[config.mk]
export PLATFORM = sky130hd
export DESIGN_NAME = periph_freeze_ctrl
export DESIGN_NICKNAME = d
export VERILOG_FILES = /design/src/rtl/freeze_pkg.sv /design/src/rtl/freeze_bus_decode.sv /design/src/rtl/freeze_store.sv /design/src/rtl/freeze_out_stage.sv /design/src/rtl/periph_freeze_ctrl.sv
export SDC_FILE = /design/constraint.sdc
export NUM_CORES = 1
export LEC_CHECK = 0
export ABC_AREA = 1
export BUFFER_PORTS_ARGS = -buffer_cell sky130_fd_sc_hd__buf_2
export CAP_MARGIN = 20
export CORE_ASPECT_RATIO = 1.4
export CORE_UTILIZATION = 27
export CTS_CLUSTER_SIZE = 25
export DETAILED_ROUTE_END_ITERATION = 8
export GPL_TIMING_DRIVEN = 0
export PLACE_DENSITY = 0.63
export SLEW_MARGIN = 20
export SYNTH_ARGS = -nofsm -noshare
export SYNTH_HDL_FRONTEND = slang
export SYNTH_SLANG_ARGS = --single-unit
[constraint.sdc]
create_clock -name clk -period 0.8 [get_ports clk]
set_clock_uncertainty 0.05 [all_clocks]
set_input_delay 0.08 -clock clk [delete_from_list [all_inputs] [get_ports clk]]
set_output_delay 0.08 -clock clk [all_outputs]
set_load 0.02 [all_outputs]
[src/rtl/freeze_pkg.sv]
package freeze_pkg;
  // unit positions in the freeze vector
  localparam int UNIT_WKUP_TMR   = 0;
  localparam int UNIT_TMR1       = 1;
  localparam int UNIT_RSVD       = 2;
  localparam int UNIT_SYS_WDOG   = 3;
  localparam int UNIT_USB        = 4;
  localparam int UNIT_DMA        = 5;
  localparam int UNIT_TMR2       = 6;
  localparam int UNIT_LED_PWM    = 7;
  localparam int UNIT_TMR3       = 8;
  localparam int UNIT_TMR4       = 9;
  localparam int UNIT_SEC_WDOG   = 10;
  localparam int UNIT_COUNT      = 11;

  localparam int REG_SET_OFS     = 0;
  localparam int REG_CLR_OFS     = 4;
endpackage

[src/rtl/freeze_bus_decode.sv]
module freeze_bus_decode #(
  parameter int ADDR_W   = 8,
  parameter int DATA_W   = 32,
  parameter int N_UNITS  = 11,
  parameter int RSVD_BIT = 2,
  parameter int SET_OFS  = 0,
  parameter int CLR_OFS  = 4
) (
  input  logic [ADDR_W-1:0]  addr,
  input  logic               we,
  input  logic [DATA_W-1:0]  wdata,
  input  logic [N_UNITS-1:0] store_q,
  output logic [N_UNITS-1:0] set_req,
  output logic [N_UNITS-1:0] clr_req,
  output logic [DATA_W-1:0]  rdata
);
  localparam logic [ADDR_W-1:0] SET_ADDR = ADDR_W'(SET_OFS);
  localparam logic [ADDR_W-1:0] CLR_ADDR = ADDR_W'(CLR_OFS);
  localparam int                PAD_W    = DATA_W - N_UNITS;

  logic [N_UNITS-1:0] impl_mask;
  logic               hit_set;
  logic               hit_clr;
  logic               unused_wdata_hi;

  genvar gi;
  generate
    for (gi = 0; gi < N_UNITS; gi++) begin : g_mask
      if (gi == RSVD_BIT) begin : g_rsvd
        assign impl_mask[gi] = 1'b0;
      end else begin : g_impl
        assign impl_mask[gi] = 1'b1;
      end
    end
  endgenerate

  assign unused_wdata_hi = ^wdata[DATA_W-1:N_UNITS];

  always_comb begin
    hit_set = (addr == SET_ADDR);
    hit_clr = (addr == CLR_ADDR);
    set_req = (we && hit_set) ? (wdata[N_UNITS-1:0] & impl_mask) : '0;
    clr_req = (we && hit_clr) ? (wdata[N_UNITS-1:0] & impl_mask) : '0;
    if (hit_set || hit_clr) begin
      rdata = {{PAD_W{1'b0}}, store_q};
    end else begin
      rdata = '0;
    end
  end

  always_comb begin
    AST_SET_CLR_EXCL: assert (!((|set_req) && (|clr_req))) else $error("set and clear together");
  end
endmodule

[src/rtl/freeze_store.sv]
module freeze_store #(
  parameter int N_UNITS = 11,
  parameter int WD_BIT  = 3
) (
  input  logic               clk,
  input  logic               rst_n,
  input  logic [N_UNITS-1:0] set_req,
  input  logic [N_UNITS-1:0] clr_req,
  input  logic               nmi_mode,
  output logic [N_UNITS-1:0] q
);
  logic [N_UNITS-1:0] set_eff;
  logic [N_UNITS-1:0] q_d;
  logic               q_en;

  // next state: clear has priority over set for the same bit
  always_comb begin
    set_eff = set_req;
    if (nmi_mode) begin
      set_eff[WD_BIT] = 1'b0;
    end
    q_d  = (q | set_eff) & ~clr_req;
    q_en = (|set_eff) || (|clr_req);
  end

  always_ff @(posedge clk or negedge rst_n) begin
    if (!rst_n) begin
      q <= '0;
    end else if (q_en) begin
      q <= q_d;
    end
  end

  AST_SET_TAKES: assert property (@(posedge clk) disable iff (!rst_n)
    (|set_eff) |=> ((q & $past(set_eff & ~clr_req)) == $past(set_eff & ~clr_req)));
  AST_CLR_TAKES: assert property (@(posedge clk) disable iff (!rst_n)
    (|clr_req) |=> ((q & $past(clr_req)) == '0));
  AST_IDLE_HOLDS: assert property (@(posedge clk) disable iff (!rst_n)
    (!(|set_req) && !(|clr_req)) |=> $stable(q));
  AST_NMI_BLOCKS: assert property (@(posedge clk) disable iff (!rst_n)
    (nmi_mode && !q[WD_BIT]) |=> !q[WD_BIT]);
endmodule

[src/rtl/freeze_out_stage.sv]
module freeze_out_stage #(
  parameter int N_UNITS  = 11,
  parameter int WD_BIT   = 3,
  parameter int RSVD_BIT = 2
) (
  input  logic               clk,
  input  logic               rst_n,
  input  logic [N_UNITS-1:0] store_q,
  input  logic               main_halted,
  input  logic               main_frz_en,
  input  logic               sec_halted,
  input  logic               sec_frz_en,
  output logic [N_UNITS-1:0] frz_out
);
  logic [N_UNITS-1:0] impl_mask;
  logic [N_UNITS-1:0] halt_vec;
  logic [N_UNITS-1:0] out_d;
  logic               all_frz;

  genvar gi;
  generate
    for (gi = 0; gi < N_UNITS; gi++) begin : g_mask
      if (gi == RSVD_BIT) begin : g_rsvd
        assign impl_mask[gi] = 1'b0;
      end else begin : g_impl
        assign impl_mask[gi] = 1'b1;
      end
    end
  endgenerate

  always_comb begin
    all_frz  = (main_halted && main_frz_en) || (sec_halted && sec_frz_en);
    halt_vec = all_frz ? impl_mask : '0;
    // the system watchdog always stops while the main CPU is halted
    if (main_halted) begin
      halt_vec[WD_BIT] = 1'b1;
    end
    out_d = store_q | halt_vec;
  end

  always_ff @(posedge clk or negedge rst_n) begin
    if (!rst_n) begin
      frz_out <= '0;
    end else begin
      frz_out <= out_d;
    end
  end

  AST_MAIN_ALL: assert property (@(posedge clk) disable iff (!rst_n)
    (main_halted && main_frz_en) |=> (frz_out == impl_mask));
  AST_WD_ON_HALT: assert property (@(posedge clk) disable iff (!rst_n)
    main_halted |=> frz_out[WD_BIT]);
  AST_SEC_ALL: assert property (@(posedge clk) disable iff (!rst_n)
    (sec_halted && sec_frz_en) |=> (frz_out == impl_mask));
  AST_RSVD_LOW: assert property (@(posedge clk) disable iff (!rst_n)
    !frz_out[RSVD_BIT]);
endmodule

[src/rtl/periph_freeze_ctrl.sv]
module periph_freeze_ctrl #(
  parameter int ADDR_W   = 8,
  parameter int DATA_W   = 32,
  parameter int N_UNITS  = freeze_pkg::UNIT_COUNT,
  parameter int WD_BIT   = freeze_pkg::UNIT_SYS_WDOG,
  parameter int RSVD_BIT = freeze_pkg::UNIT_RSVD
) (
  input  logic               clk,
  input  logic               rst_n,
  input  logic [ADDR_W-1:0]  bus_addr,
  input  logic               bus_we,
  input  logic [DATA_W-1:0]  bus_wdata,
  output logic [DATA_W-1:0]  bus_rdata,
  input  logic               main_halted,
  input  logic               main_frz_en,
  input  logic               sec_halted,
  input  logic               sec_frz_en,
  input  logic               wdog_nmi_mode,
  output logic [N_UNITS-1:0] frz_out
);
  logic [N_UNITS-1:0] set_req;
  logic [N_UNITS-1:0] clr_req;
  logic [N_UNITS-1:0] store_q;

  freeze_bus_decode #(
    .ADDR_W(ADDR_W), .DATA_W(DATA_W), .N_UNITS(N_UNITS), .RSVD_BIT(RSVD_BIT),
    .SET_OFS(freeze_pkg::REG_SET_OFS), .CLR_OFS(freeze_pkg::REG_CLR_OFS)
  ) u_decode (
    .addr(bus_addr), .we(bus_we), .wdata(bus_wdata), .store_q(store_q),
    .set_req(set_req), .clr_req(clr_req), .rdata(bus_rdata)
  );

  freeze_store #(.N_UNITS(N_UNITS), .WD_BIT(WD_BIT)) u_store (
    .clk(clk), .rst_n(rst_n), .set_req(set_req), .clr_req(clr_req),
    .nmi_mode(wdog_nmi_mode), .q(store_q)
  );

  freeze_out_stage #(.N_UNITS(N_UNITS), .WD_BIT(WD_BIT), .RSVD_BIT(RSVD_BIT)) u_out (
    .clk(clk), .rst_n(rst_n), .store_q(store_q),
    .main_halted(main_halted), .main_frz_en(main_frz_en),
    .sec_halted(sec_halted), .sec_frz_en(sec_frz_en), .frz_out(frz_out)
  );

  AST_RDATA_HI_ZERO: assert property (@(posedge clk) disable iff (!rst_n)
    bus_rdata[DATA_W-1:N_UNITS] == '0);
endmodule

# --- Word-level counts from Yosys, hierarchy flattened ---
# Cells that the tools add are included.
word_totals:
  regBits: 22
  latch_bits: 0
  ram_bits: 0
  rom_bits: 0
  input_bits: 48
  out_inout_bits: 43
  elab_cells: 23
  memories: 0
op_classes:
  addsub: 0
  n_mul: 0
  div_mod_pow: 0
  n_lt_le_gt_ge: 0
  n_eq_ne: 1
  shift: 0
  muxes: 6
  bitwise: 4
  n_reduce_logical: 10
op_table:
  columns: ["cell", "count"]
  rows:
  - ["$mux W11", 4]
  - ["$or A11 B11 Y11", 2]
  - ["$reduce_or A11 Y1", 2]
  - ["$and A11 B11 Y11", 1]
  - ["$not A11 Y11", 1]
  - ["$eq A8 B3 Y1 const B", 1]
  - ["$logic_not A8 Y1", 1]
  - ["$logic_and A1 B1 Y1", 4]
  - ["$logic_or A1 B1 Y1", 3]
  - ["$mux W1", 2]

# --- Logic depth before layout (Yosys ltp) ---
# Gate-level depths: netlist (run 1).
logic_depth:
  ltp_word: 6
  ltp_mapped: 8
  ltp_nobuf: 7

# --- Hierarchy ---
# A second synthesis (run 1) with hierarchy kept.
unflattened:
  hier_cells: 159
  hier_area_um2: 1227.4
by_module_without_submodules:
  columns: ["module", "n_inst", "cells_per_inst", "area_each_um2", "seq_area_each_um2"]
  rows:
  - ["freeze_bus_decode", 1, 91, 483.0, 0.0]
  - ["freeze_out_stage", 1, 33, 374.1, 275.3]
  - ["freeze_store", 1, 35, 370.4, 275.3]

# --- Worst setup path after synthesis (run 1) ---
# OpenSTA, ideal clock, no wires.
synth_path:
  kind: "input -> output"
  startpoint: "in bus_addr[5]"
  endpoint: "out bus_rdata[0]"
  arrival_time_ps: 794
  t_required_ps: 670
  slack_ps: -124
  stages: 5
  n_path_buf: 0
  path_cell_list: "nor2_2 > nand2_2 > nor2_2 > nor2_2 > nor2_1"
synth_between:
  elab_chain_cells: 3
  word_cells_on_any_way: 4
  cone_classes: "1 x eq/ne; 1 x mux; 2 x reduce/logical"
synth_lines:
  columns: ["item", "line", "rtl"]
  rows:
  - ["from (decl)", "periph_freeze_ctrl.sv:10", "input logic [ADDR_W-1:0] bus_addr,"]
  - ["$eq A8 B3 Y1 / $logic_not A8 Y1 (equally long branches)", "freeze_bus_decode.sv:41, freeze_bus_decode.sv:40", null]
  - ["$logic_or A1 B1 Y1 (*)", "freeze_bus_decode.sv:44", "if (hit_set || hit_clr) begin"]
  - ["$mux W11 (*)", "freeze_bus_decode.sv:44", null]
  - ["to (decl)", "periph_freeze_ctrl.sv:13", "output logic [DATA_W-1:0] bus_rdata,"]
# Every way passes the cells marked *; elsewhere a longest branch is shown, timed or not.

# --- Worst setup path after layout (run 1) ---
layout_path:
  startpoint: "in bus_addr[1]"
  endpoint: "out bus_rdata[4]"
# Same word-level chain as after synthesis.

==> flow_metrics.env, run 1 <==
export IMPL_status="finished with violations"
export IMPL_violations="design-rule violations, negative hold slack, negative setup slack"
export IMPL_postPlaceCellArea_um2=1550
export IMPL_grt_start_max_net_pins=21
export IMPL_yosys_warnings=0
export IMPL_crit_chain="buf_6, nor2_4, nand3b_1, nor2_4, nor2_4, buf_8, nor2_4, buf_6"
export IMPL_yosysSeqAreaShare_pct=44.2
export IMPL_start_kind="input pin"
export IMPL_switching_share_pct=24.9
export IMPL_htree_levels=1
export IMPL_die_x_um=56.7
export IMPL_cts_sinks=20
export IMPL_drt_iter0_drc=26
export IMPL_power_w=0.00257
export IMPL_num_rows=27
export IMPL_p_leak_nw=0.936
export IMPL_cap_violations=0
export IMPL_final_nets=268
export IMPL_dieArea_um2=4460
export IMPL_period_minus_slack_ns=1.07
export IMPL_combPwrFrac_pct=19.4
export IMPL_syn_area_per_cell_um2=7.80
export IMPL_timing_worst_setup_path_type="in2out"
export IMPL_syn_area_um2=1130
export IMPL_gp_congestion=0.771
export IMPL_placedCellCount=254
export IMPL_synth_top_area_cell="dfrtp_1"
export IMPL_wl_um=2320
export IMPL_final_cell_mix="nand2_1 (34), buf_4 (25), buf_6 (24)"
export IMPL_hold_depth=3
export IMPL_reg2reg_depth=4
export IMPL_place_ws_ns=-0.384
export IMPL_worst_slack_ns=-0.271
export IMPL_ys_seq_elements=20
export IMPL_cts_root_buf="clkbuf_8"
export IMPL_detail_route_antenna_nets=0
export IMPL_powerDensity_nw_per_um2=1390
export IMPL_crit_path_end_kind="output port"
export IMPL_synthTopCellsByArea="dfrtp_1 (44%), buf_4 (15%), nand2_1 (11%), nand3_1 (8.8%), inv_1 (7.0%)"
export IMPL_crit_required_ns=0.67
export IMPL_start_util_pct=28.4
export IMPL_final_common_cell="nand2_1"
export IMPL_min_path_type="in2reg"
export IMPL_min_period_over_period_pct=134
export IMPL_whs_ns=-0.00455
export IMPL_antenna_found_initial=0
export IMPL_cts_tree="done"
export IMPL_dieHeight_um=78.6
export IMPL_vias=993
export IMPL_setup_viol=20
export IMPL_ioPinCount=91
export IMPL_pwr_share_seq_pct=41.5
export IMPL_cp_arrival_ns=0.94
export IMPL_viasPerCell=3.79
export IMPL_finalHoldViolations=1
export IMPL_syn_inst=145
export IMPL_drt_wirelength_per_cell_um=8.86
export IMPL_p_int_w=0.00193
export IMPL_cts_buffers=3
export IMPL_instances_no_fill=262
export IMPL_core_area_um2=3990
export IMPL_groute_usage_overall_pct=11.0
export IMPL_grt_pass1_vias=885
export IMPL_grt_overflow_total=0
export IMPL_dpl_hpwl_um=1820
export IMPL_dr_pass1_iters=6
export IMPL_clockPowerShare_pct=39.1
export IMPL_clock_latency_ns=0.26
export IMPL_drc=4
export IMPL_diodes=0
export IMPL_cpMostUsedCell="nor2_4"
export IMPL_synth_top_area_share_pct=44.2
export IMPL_area_growth_pct=63.6
export IMPL_fmax_mhz=933
export IMPL_cpPeakStageDelay_ns=0.14
export IMPL_crit_slowest_cell="buf_8"
export IMPL_p_sw_w=0.000639
export IMPL_grt_pass1_wl_um=3810
export IMPL_stdcell_area_um2=1850
export IMPL_rsz0062_at_grt="true"
export IMPL_portBuffers=44
export IMPL_clk_pin_slew_ns=0.07
export IMPL_ir_worst_vdd_mv=0.595
export IMPL_synth_cell_type_count=14
export IMPL_drive_gt1_share_pct=47.0
export IMPL_clock_path_buffers=2
export IMPL_slew_violations=0
export IMPL_crit_fanout=5
## layer usage
| metal | vias up | GRT usage (%) | part of all wire (%) |
|---|---|---|---|
| met5 | - | 0 | 0 |
| met4 | 0 | 7.50 | 2.4 |
| met3 | 4 | 1.32 | 8.2 |
| met2 | 47 | 20.1 | 50 |
| met1 | 409 | 11.6 | 39 |
| li1 | 533 | - | - |
## worst paths after layout
| path | to | from | slack [ns] |
|---|---|---|---|
| worst min-delay path | u_out.frz_out[3]$_DFF_PN0_ | main_halted | -0.005 |
| worst max-delay path | bus_rdata[4] | bus_addr[1] | -0.27 |
| worst max register to register | u_store.q[7]$_DFFE_PN0P_ | u_store.q[7]$_DFFE_PN0P_ | 0.02 |
| worst min register to register | u_out.frz_out[8]$_DFF_PN0_ | u_store.q[8]$_DFFE_PN0P_ | 0.43 |
| min in group asynchronous | u_store.q[8]$_DFFE_PN0P_ | rst_n | 0.24 |
| max in group asynchronous | u_store.q[3]$_DFFE_PN0P_ | rst_n | 0.15 |
## final cells by class
cell class                      instances  area (um2)
Timing Repair Buffer                   50         429
Inverter                               22        82.6
Multi-Input combinational cell         98         524
Buffer                                 25         189
Clock buffer                            3        41.3
Sequential cell                        20         500
Fill cell                             404        2140
Tap cell                               43        53.8
Clock inverter                          1        30.0
## critical path, delay by kind of cell
family                 cells  cell delay (ns)
and+or+nand+nor            5             0.51
buffers and inverters      3             0.35
## metrics by stage
stage | TNS (ns) | util [%]
2_1_floorplan | -0.967 | -
3_3_place_gp | -5.88 | 38.8
3_5_place_dp | -6.02 | 38.8
4_1_cts | -3.71 | 45.4
5_1_grt | -4.52 | 46.4
6_report | -3.37 | 46.4
## what timing repair did
item,CTS,global route
buffers inserted,4,1
pin swaps,7,12
hold buffers,3,0
setup endpoints to repair,23,31
endpoints found under the hold margin,21,0
resized for setup,50,15
## cells by family (layout without fill, tap and decap cells)
family / after synthesis / in the layout / synth area share (%)
buffers and inverters: 49 / 101 / 26.0
flip-flops: 20 / 20 / 44.2
other: 1 / 23 / 0.332
AND/OR/NAND/NOR: 75 / 75 / 29.4
## power by group through the flow
| stage | registers, W | logic, W | clock network (W) |
|---|---|---|---|
| floorplan | 0.00110 | 0.000293 | 0 |
| global placement | 0.00108 | 0.000438 | 0 |
| detailed placement | 0.00108 | 0.000443 | 0 |
| CTS | 0.00106 | 0.000485 | 0.00102 |
| global route | 0.00107 | 0.000546 | 0.00106 |
| finish | 0.00106 | 0.000498 | 0.00101 |
## flip-flops by register name, indices dropped and copies added, names as in the netlist
name	flops
u_out.frz_out	10
u_store.q	10
## synthesized netlist by cell type
library cell	n
nand2_1	34
buf_4	23
inv_1	21
dfrtp_1	20
nand3_1	20
nor2_1	13
nor2_2	5
buf_6	3
buf_2	1
clkinv_1	1
conb_1	1
nand2_2	1
nand3b_1	1
nor2_4	1
(Power assumes the default switching activity.)
==> run 2, diff against run 1 <==
--- a/config.mk
+++ b/config.mk
@@ -8,12 +8,14 @@
 export ABC_AREA = 1
 export BUFFER_PORTS_ARGS = -buffer_cell sky130_fd_sc_hd__buf_2
 export CAP_MARGIN = 20
+export CELL_PAD_IN_SITES_DETAIL_PLACEMENT = 0
+export CELL_PAD_IN_SITES_GLOBAL_PLACEMENT = 1
 export CORE_ASPECT_RATIO = 1.4
-export CORE_UTILIZATION = 27
+export CORE_UTILIZATION = 25
 export CTS_CLUSTER_SIZE = 25
 export DETAILED_ROUTE_END_ITERATION = 8
 export GPL_TIMING_DRIVEN = 0
-export PLACE_DENSITY = 0.63
+export PLACE_DENSITY = 0.82
 export SLEW_MARGIN = 20
 export SYNTH_ARGS = -nofsm -noshare
 export SYNTH_HDL_FRONTEND = slang
==> run 2 against run 1 <==
The run ends with negative setup slack left. Maximum frequency down 0.64%. Cell count rose by 7.3%. Clock power down 26%. Critical endpoint is now bus_rdata[8]. Worst setup slack got worse by 0.0069 ns. Die area up 7.8%. Critical path depth did not move. Sequential share of layout area shrank 0.61 points. Hold slack improved by 0.057 ns. Register-to-register slack gained 0.02 ns. Count of clock-buffer cells in the layout increased by 1.
==> flow_metrics.env, run 2 (synthesis gave the netlist of run 1 again) <==
export IMPL_gp_congestion=0.729
export IMPL_cp_arrival_ns=0.95
export IMPL_cts_buffers=3
export IMPL_clk_pin_slew_ns=0.07
export IMPL_grt_pass1_vias=901
export IMPL_crit_fanout=10
export IMPL_cpMostUsedCell="nor2_4"
export IMPL_cap_violations=0
export IMPL_die_x_um=58.8
export IMPL_cpPeakStageDelay_ns=0.15
export IMPL_crit_slowest_cell="buf_12"
export IMPL_viasPerCell=3.68
export IMPL_crit_path_end_kind="output port"
export IMPL_final_common_cell="nand2_1"
export IMPL_min_path_type="in2reg"
export IMPL_p_leak_nw=0.938
export IMPL_reg2reg_depth=4
export IMPL_fmax_mhz=927
export IMPL_start_kind="input pin"
export IMPL_drt_wirelength_per_cell_um=8.60
export IMPL_final_util_pct=44.3
export IMPL_placedCellCount=271
export IMPL_startpoint="bus_addr[1]"
export IMPL_grt_start_max_net_pins=21
export IMPL_grt_overflow_total=0
export IMPL_wl_um=2420
export IMPL_antenna_found_initial=0
export IMPL_crit_required_ns=0.67
export IMPL_timing_worst_setup_path_type="in2out"
export IMPL_num_rows=28
export IMPL_diodes=0
export IMPL_cts_tree="done"
export IMPL_violations="negative setup slack"
export IMPL_ioPinCount=91
export IMPL_dieHeight_um=81.6
export IMPL_worstReg2RegEnd="u_store.q[6]$_DFFE_PN0P_"
export IMPL_area_growth_pct=67.4
export IMPL_worst_slack_ns=-0.278
export IMPL_slew_violations=0
export IMPL_htree_levels=1
export IMPL_num_fill_cells=443
export IMPL_vias=1033
export IMPL_status="finished with violations"
export IMPL_drt_iter0_drc=14
export IMPL_setup_viol=30
export IMPL_grt_pass1_wl_um=3970
export IMPL_dpl_hpwl_um=1760
export IMPL_clock_path_buffers=2
export IMPL_endpoint="bus_rdata[8]"
export IMPL_period_minus_slack_ns=1.08
export IMPL_ir_worst_vdd_mv=0.576
export IMPL_cts_sinks=20
export IMPL_detail_route_antenna_nets=0
export IMPL_final_cell_mix="nand2_1 (33), buf_4 (27), buf_6 (24)"
export IMPL_groute_usage_overall_pct=10.7
export IMPL_rsz0062_at_grt="true"
export IMPL_portBuffers=44
export IMPL_dr_pass1_iters=4
export IMPL_cts_root_buf="clkbuf_8"
export IMPL_drc=0
export IMPL_final_nets=270
export IMPL_drive_gt1_share_pct=50.7
export IMPL_start_util_pct=26.5
export IMPL_finalHoldViolations=0
export IMPL_r2r_start="u_store.q[6]$_DFFE_PN0P_"
export IMPL_core_area_um2=4270
export IMPL_clock_latency_ns=0.25
export IMPL_crit_chain="buf_6, nor2_4, nand3b_1, nor2_4, nor2_4, buf_12, nor2_2, buf_4"
export IMPL_instances_no_fill=281
export IMPL_dieArea_um2=4800
export IMPL_r2r_slack_ns=0.04
export IMPL_min_period_over_period_pct=135
export IMPL_top_regs="u_out.frz_out x10, u_store.q x10"
export IMPL_powerDensity_nw_per_um2=1220
==> run 2: critical path, delay by kind of cell <==
kind                   cells  cell delay, ns
AND/OR/NAND/NOR            5            0.49
buffers and inverters      3            0.39
==> run 2: layer usage <==
metal  wire length, um  up-vias  global-route usage (%)
li1                  -      537                       -
met1               893      448                    12.4
met2              1310       46                    19.3
met3               186        2                    1.89
met4                25        0                    4.29
met5                 0        -                       0
==> run 2: timing repair <==
action | CTS | global route
setup endpoints to repair | 21 | 31
gates cloned | 1 | 0
buffers inserted | 5 | 2
hold buffers | 3 | 0
pin swaps | 15 | 16
hold endpoints to repair | 21 | 0
gates resized for setup | 44 | 22
==> run 2: layout make-up <==
cell class              instances  area [um2]  share of cell area (%)
repair buffers                 52         444                    23.5
plain buffers                  25         189                    9.98
inverters                      22        82.6                    4.36
well taps                      60        75.1                    3.97
clock buffers                   4        55.1                    2.91
multi-input cells              98         547                    28.9
flip-flops and latches         20         500                    26.4
==> run 2: through the flow <==
step,total power [W],hold WS (ns),instance area (um2),setup slack [ns],TNS [ns]
after floorplan,0.00139,-0.266,1270,-0.0550,-0.967
after global placement,0.00152,0.00223,1570,-0.388,-6.15
after detailed placement,0.00152,-0.00246,1570,-0.392,-6.32
after CTS,0.00231,0.0456,1840,-0.308,-5.81
after global routing,0.00244,0.0628,1890,-0.325,-5.31
final,0.00231,0.0528,1890,-0.278,-3.79
==> run 2: power by group <==
group / switching, W / leakage [nW] / internal [W]
Sequential: 0.0000153 / 0.179 / 0.00105
Clock: 0.000310 / 0.0288 / 0.000437
Combinational: 0.000286 / 0.730 / 0.000213
Total: 0.000612 / 0.938 / 0.00170
==> run 2: how the worst min path moves through the flow <==
stage,slack [ns],start,to,cells after the start
global placement,0.002,rst_n,u_out.frz_out[4]$_DFF_PN0_,1
CTS,0.05,bus_wdata[4],u_store.q[4]$_DFFE_PN0P_,4
floorplan,-0.27,rst_n,u_out.frz_out[0]$_DFF_PN0_,0
detailed placement,-0.002,rst_n,u_store.q[4]$_DFFE_PN0P_,1
finish,0.05,bus_wdata[4],u_store.q[4]$_DFFE_PN0P_,4
global route,0.06,bus_wdata[7],u_store.q[7]$_DFFE_PN0P_,4
==> run 3, diff against run 2 <==
--- a/config.mk
+++ b/config.mk
@@ -10,7 +10,6 @@
 export CAP_MARGIN = 20
 export CELL_PAD_IN_SITES_DETAIL_PLACEMENT = 0
 export CELL_PAD_IN_SITES_GLOBAL_PLACEMENT = 1
-export CORE_ASPECT_RATIO = 1.4
 export CORE_UTILIZATION = 25
 export CTS_CLUSTER_SIZE = 25
 export DETAILED_ROUTE_END_ITERATION = 8
==> run 3 against run 2 <==
The run ends with negative hold slack, negative setup slack left. Non-clock buffer count is 2 lower. Routed wire length is 0.29% higher. Register-to-register slack worse by 0.03 ns. Combinational power hardly changed. Hold slack worse by 0.075 ns. First-iteration DRC count grew to 3.4 times the previous value. Cell area is 3.0% lower. Clock power is 3.9% higher. Critical path depth stayed put. Sequential power hardly changed. Flip-flop and latch count stayed put. Largest cell class unchanged.
==> flow_metrics.env, run 3 (synthesis gave the netlist of run 1 again) <==
export IMPL_top_regs="u_out.frz_out x10, u_store.q x10"
export IMPL_clock_latency_ns=0.26
export IMPL_placedCellCount=263
export IMPL_core_area_um2=4350
export IMPL_cts_sinks=20
export IMPL_gp_congestion=0.720
export IMPL_dpl_hpwl_um=1810
export IMPL_worst_slack_ns=-0.264
export IMPL_viasPerCell=3.75
export IMPL_grt_overflow_total=0
export IMPL_fmax_mhz=940
export IMPL_dieHeight_um=69.3
export IMPL_drive_gt1_share_pct=44.7
export IMPL_dr_wl_met2_um=1170
export IMPL_clock_path_buffers=2
export IMPL_instances_no_fill=271
export IMPL_area_growth_pct=62.4
export IMPL_cp_arrival_ns=0.93
export IMPL_slew_violations=0
export IMPL_place_ws_ns=-0.397
export IMPL_ioPinCount=91
export IMPL_portBuffers=44
export IMPL_violations="negative hold slack, negative setup slack"
export IMPL_grt_pass1_wl_um=4050
export IMPL_powerDensity_nw_per_um2=1270
export IMPL_dr_pass1_iters=4
export IMPL_diodes=0
export IMPL_status="finished with violations"
export IMPL_top_layer="met4"
export IMPL_setup_viol=20
export IMPL_rsz0062_at_grt="true"
export IMPL_finalHoldViolations=1
export IMPL_cts_root_buf="clkbuf_8"
export IMPL_die_x_um=69.3
export IMPL_whs_ns=-0.0225
export IMPL_wl_met1_um=1030
export IMPL_dieArea_um2=4800
export IMPL_final_util_pct=42.2
export IMPL_num_rows=24
export IMPL_cap_violations=0
export IMPL_min_path_type="in2reg"
export IMPL_timing_worst_setup_path_type="in2out"
export IMPL_clk_pin_slew_ns=0.07
export IMPL_cts_buffers=3
export IMPL_grt_pass1_vias=902
export IMPL_drt_wirelength_per_cell_um=8.95
export IMPL_final_nets=268
export IMPL_final_cell_mix="nand2_1 (34), buf_4 (26), buf_6 (23), buf_2 (23), conb_1 (23)"
export IMPL_crit_required_ns=0.67
export IMPL_period_minus_slack_ns=1.06
export IMPL_start_util_pct=26.0
export IMPL_drt_iter0_drc=47
export IMPL_crit_path_end_kind="output port"
export IMPL_grt_start_max_net_pins=21
export IMPL_drc=0
export IMPL_cts_tree="done"
export IMPL_p_leak_nw=0.937
export IMPL_fin_setup_tns_ns=-3.44
export IMPL_antenna_found_initial=0
export IMPL_final_common_cell="nand2_1"
export IMPL_dr_wl_met3_um=195
export IMPL_start_kind="input pin"
export IMPL_min_period_over_period_pct=133
export IMPL_vias=1015
export IMPL_ir_worst_vdd_mv=0.520
export IMPL_wl_um=2430
export IMPL_groute_usage_overall_pct=10.6
export IMPL_detail_route_antenna_nets=0
export IMPL_htree_levels=1
export IMPL_crit_fanout=8
[run 3: changes by cell type in the layout (fill, tap and decap cells not counted), moves of 2 or more]
cell | before | now
nand2_2 | 2 | 0
inv_2 | 6 | 4
nor2_4 | 11 | 16
nor2_2 | 5 | 0
nand3_1 | 10 | 20
nand3_2 | 10 | 0
inv_1 | 15 | 17
[run 3: stage by stage]
step	power (W)	area [um2]	hold slack, ns
2_1_floorplan	0.00139	1270	-0.266
3_3_place_gp	0.00152	1560	0.00128
3_5_place_dp	0.00152	1560	0.0118
4_1_cts	0.00236	1830	0.0396
5_1_grt	0.00246	1840	0.00537
6_report	0.00233	1840	-0.0225
[run 3: worst max-delay path, stage by stage]
cell and delay, ns:
buf_6 0.09, nor2_4 0.09, nand3b_1 0.12, nor2_4 0.13, nor2_4 0.05, buf_12 0.15
nor2_4 0.10, buf_6 0.11
[run 3: layer usage]
layer	track usage, %	vias up
li1	-	531
met1	13.2	434
met2	17.4	46
met3	2.62	4
met4	4.76	0
met5	0	-
[run 3: repair_timing]
action / in CTS / in global routing
hold endpoints to repair: 21 / 0
pin swaps: 4 / 8
setup endpoints to repair: 22 / 31
hold buffers: 3 / 0
buffers inserted: 4 / 0
gates resized for setup: 49 / 6
[run 3: final timing paths]
check	startpoint	endpoint	slack, ns	cells past startpoint
min reg2reg	u_store.q[10]$_DFFE_PN0P_	u_out.frz_out[10]$_DFF_PN0_	0.44	2
min in group asynchronous	rst_n	u_out.frz_out[5]$_DFF_PN0_	0.25	2
max reg2reg	u_store.q[4]$_DFFE_PN0P_	u_store.q[4]$_DFFE_PN0P_	0.01	4
max in group asynchronous	rst_n	u_store.q[10]$_DFFE_PN0P_	0.14	2
min	main_halted	u_out.frz_out[3]$_DFF_PN0_	-0.02	3
max	bus_addr[1]	bus_rdata[9]	-0.26	8
[run 3: power breakdown]
group	internal, W	total [W]	leakage, nW	switching (W)
sequential	0.00105	0.00106	0.179	0.0000149
clock	0.000438	0.000776	0.0288	0.000337
combinational	0.000208	0.000496	0.728	0.000287
total	0.00169	0.00233	0.937	0.000640
[run 3: layout make-up]
| cell class | count | area (um2) |
|---|---|---|
| fillers | 430 | 2520 |
| multi-input cells | 98 | 524 |
| flip-flops and latches | 20 | 500 |
| repair buffers | 50 | 420 |
| plain buffers | 25 | 189 |
| inverters | 22 | 82.6 |
| well taps | 52 | 65.1 |
| clock buffers | 4 | 55.1 |
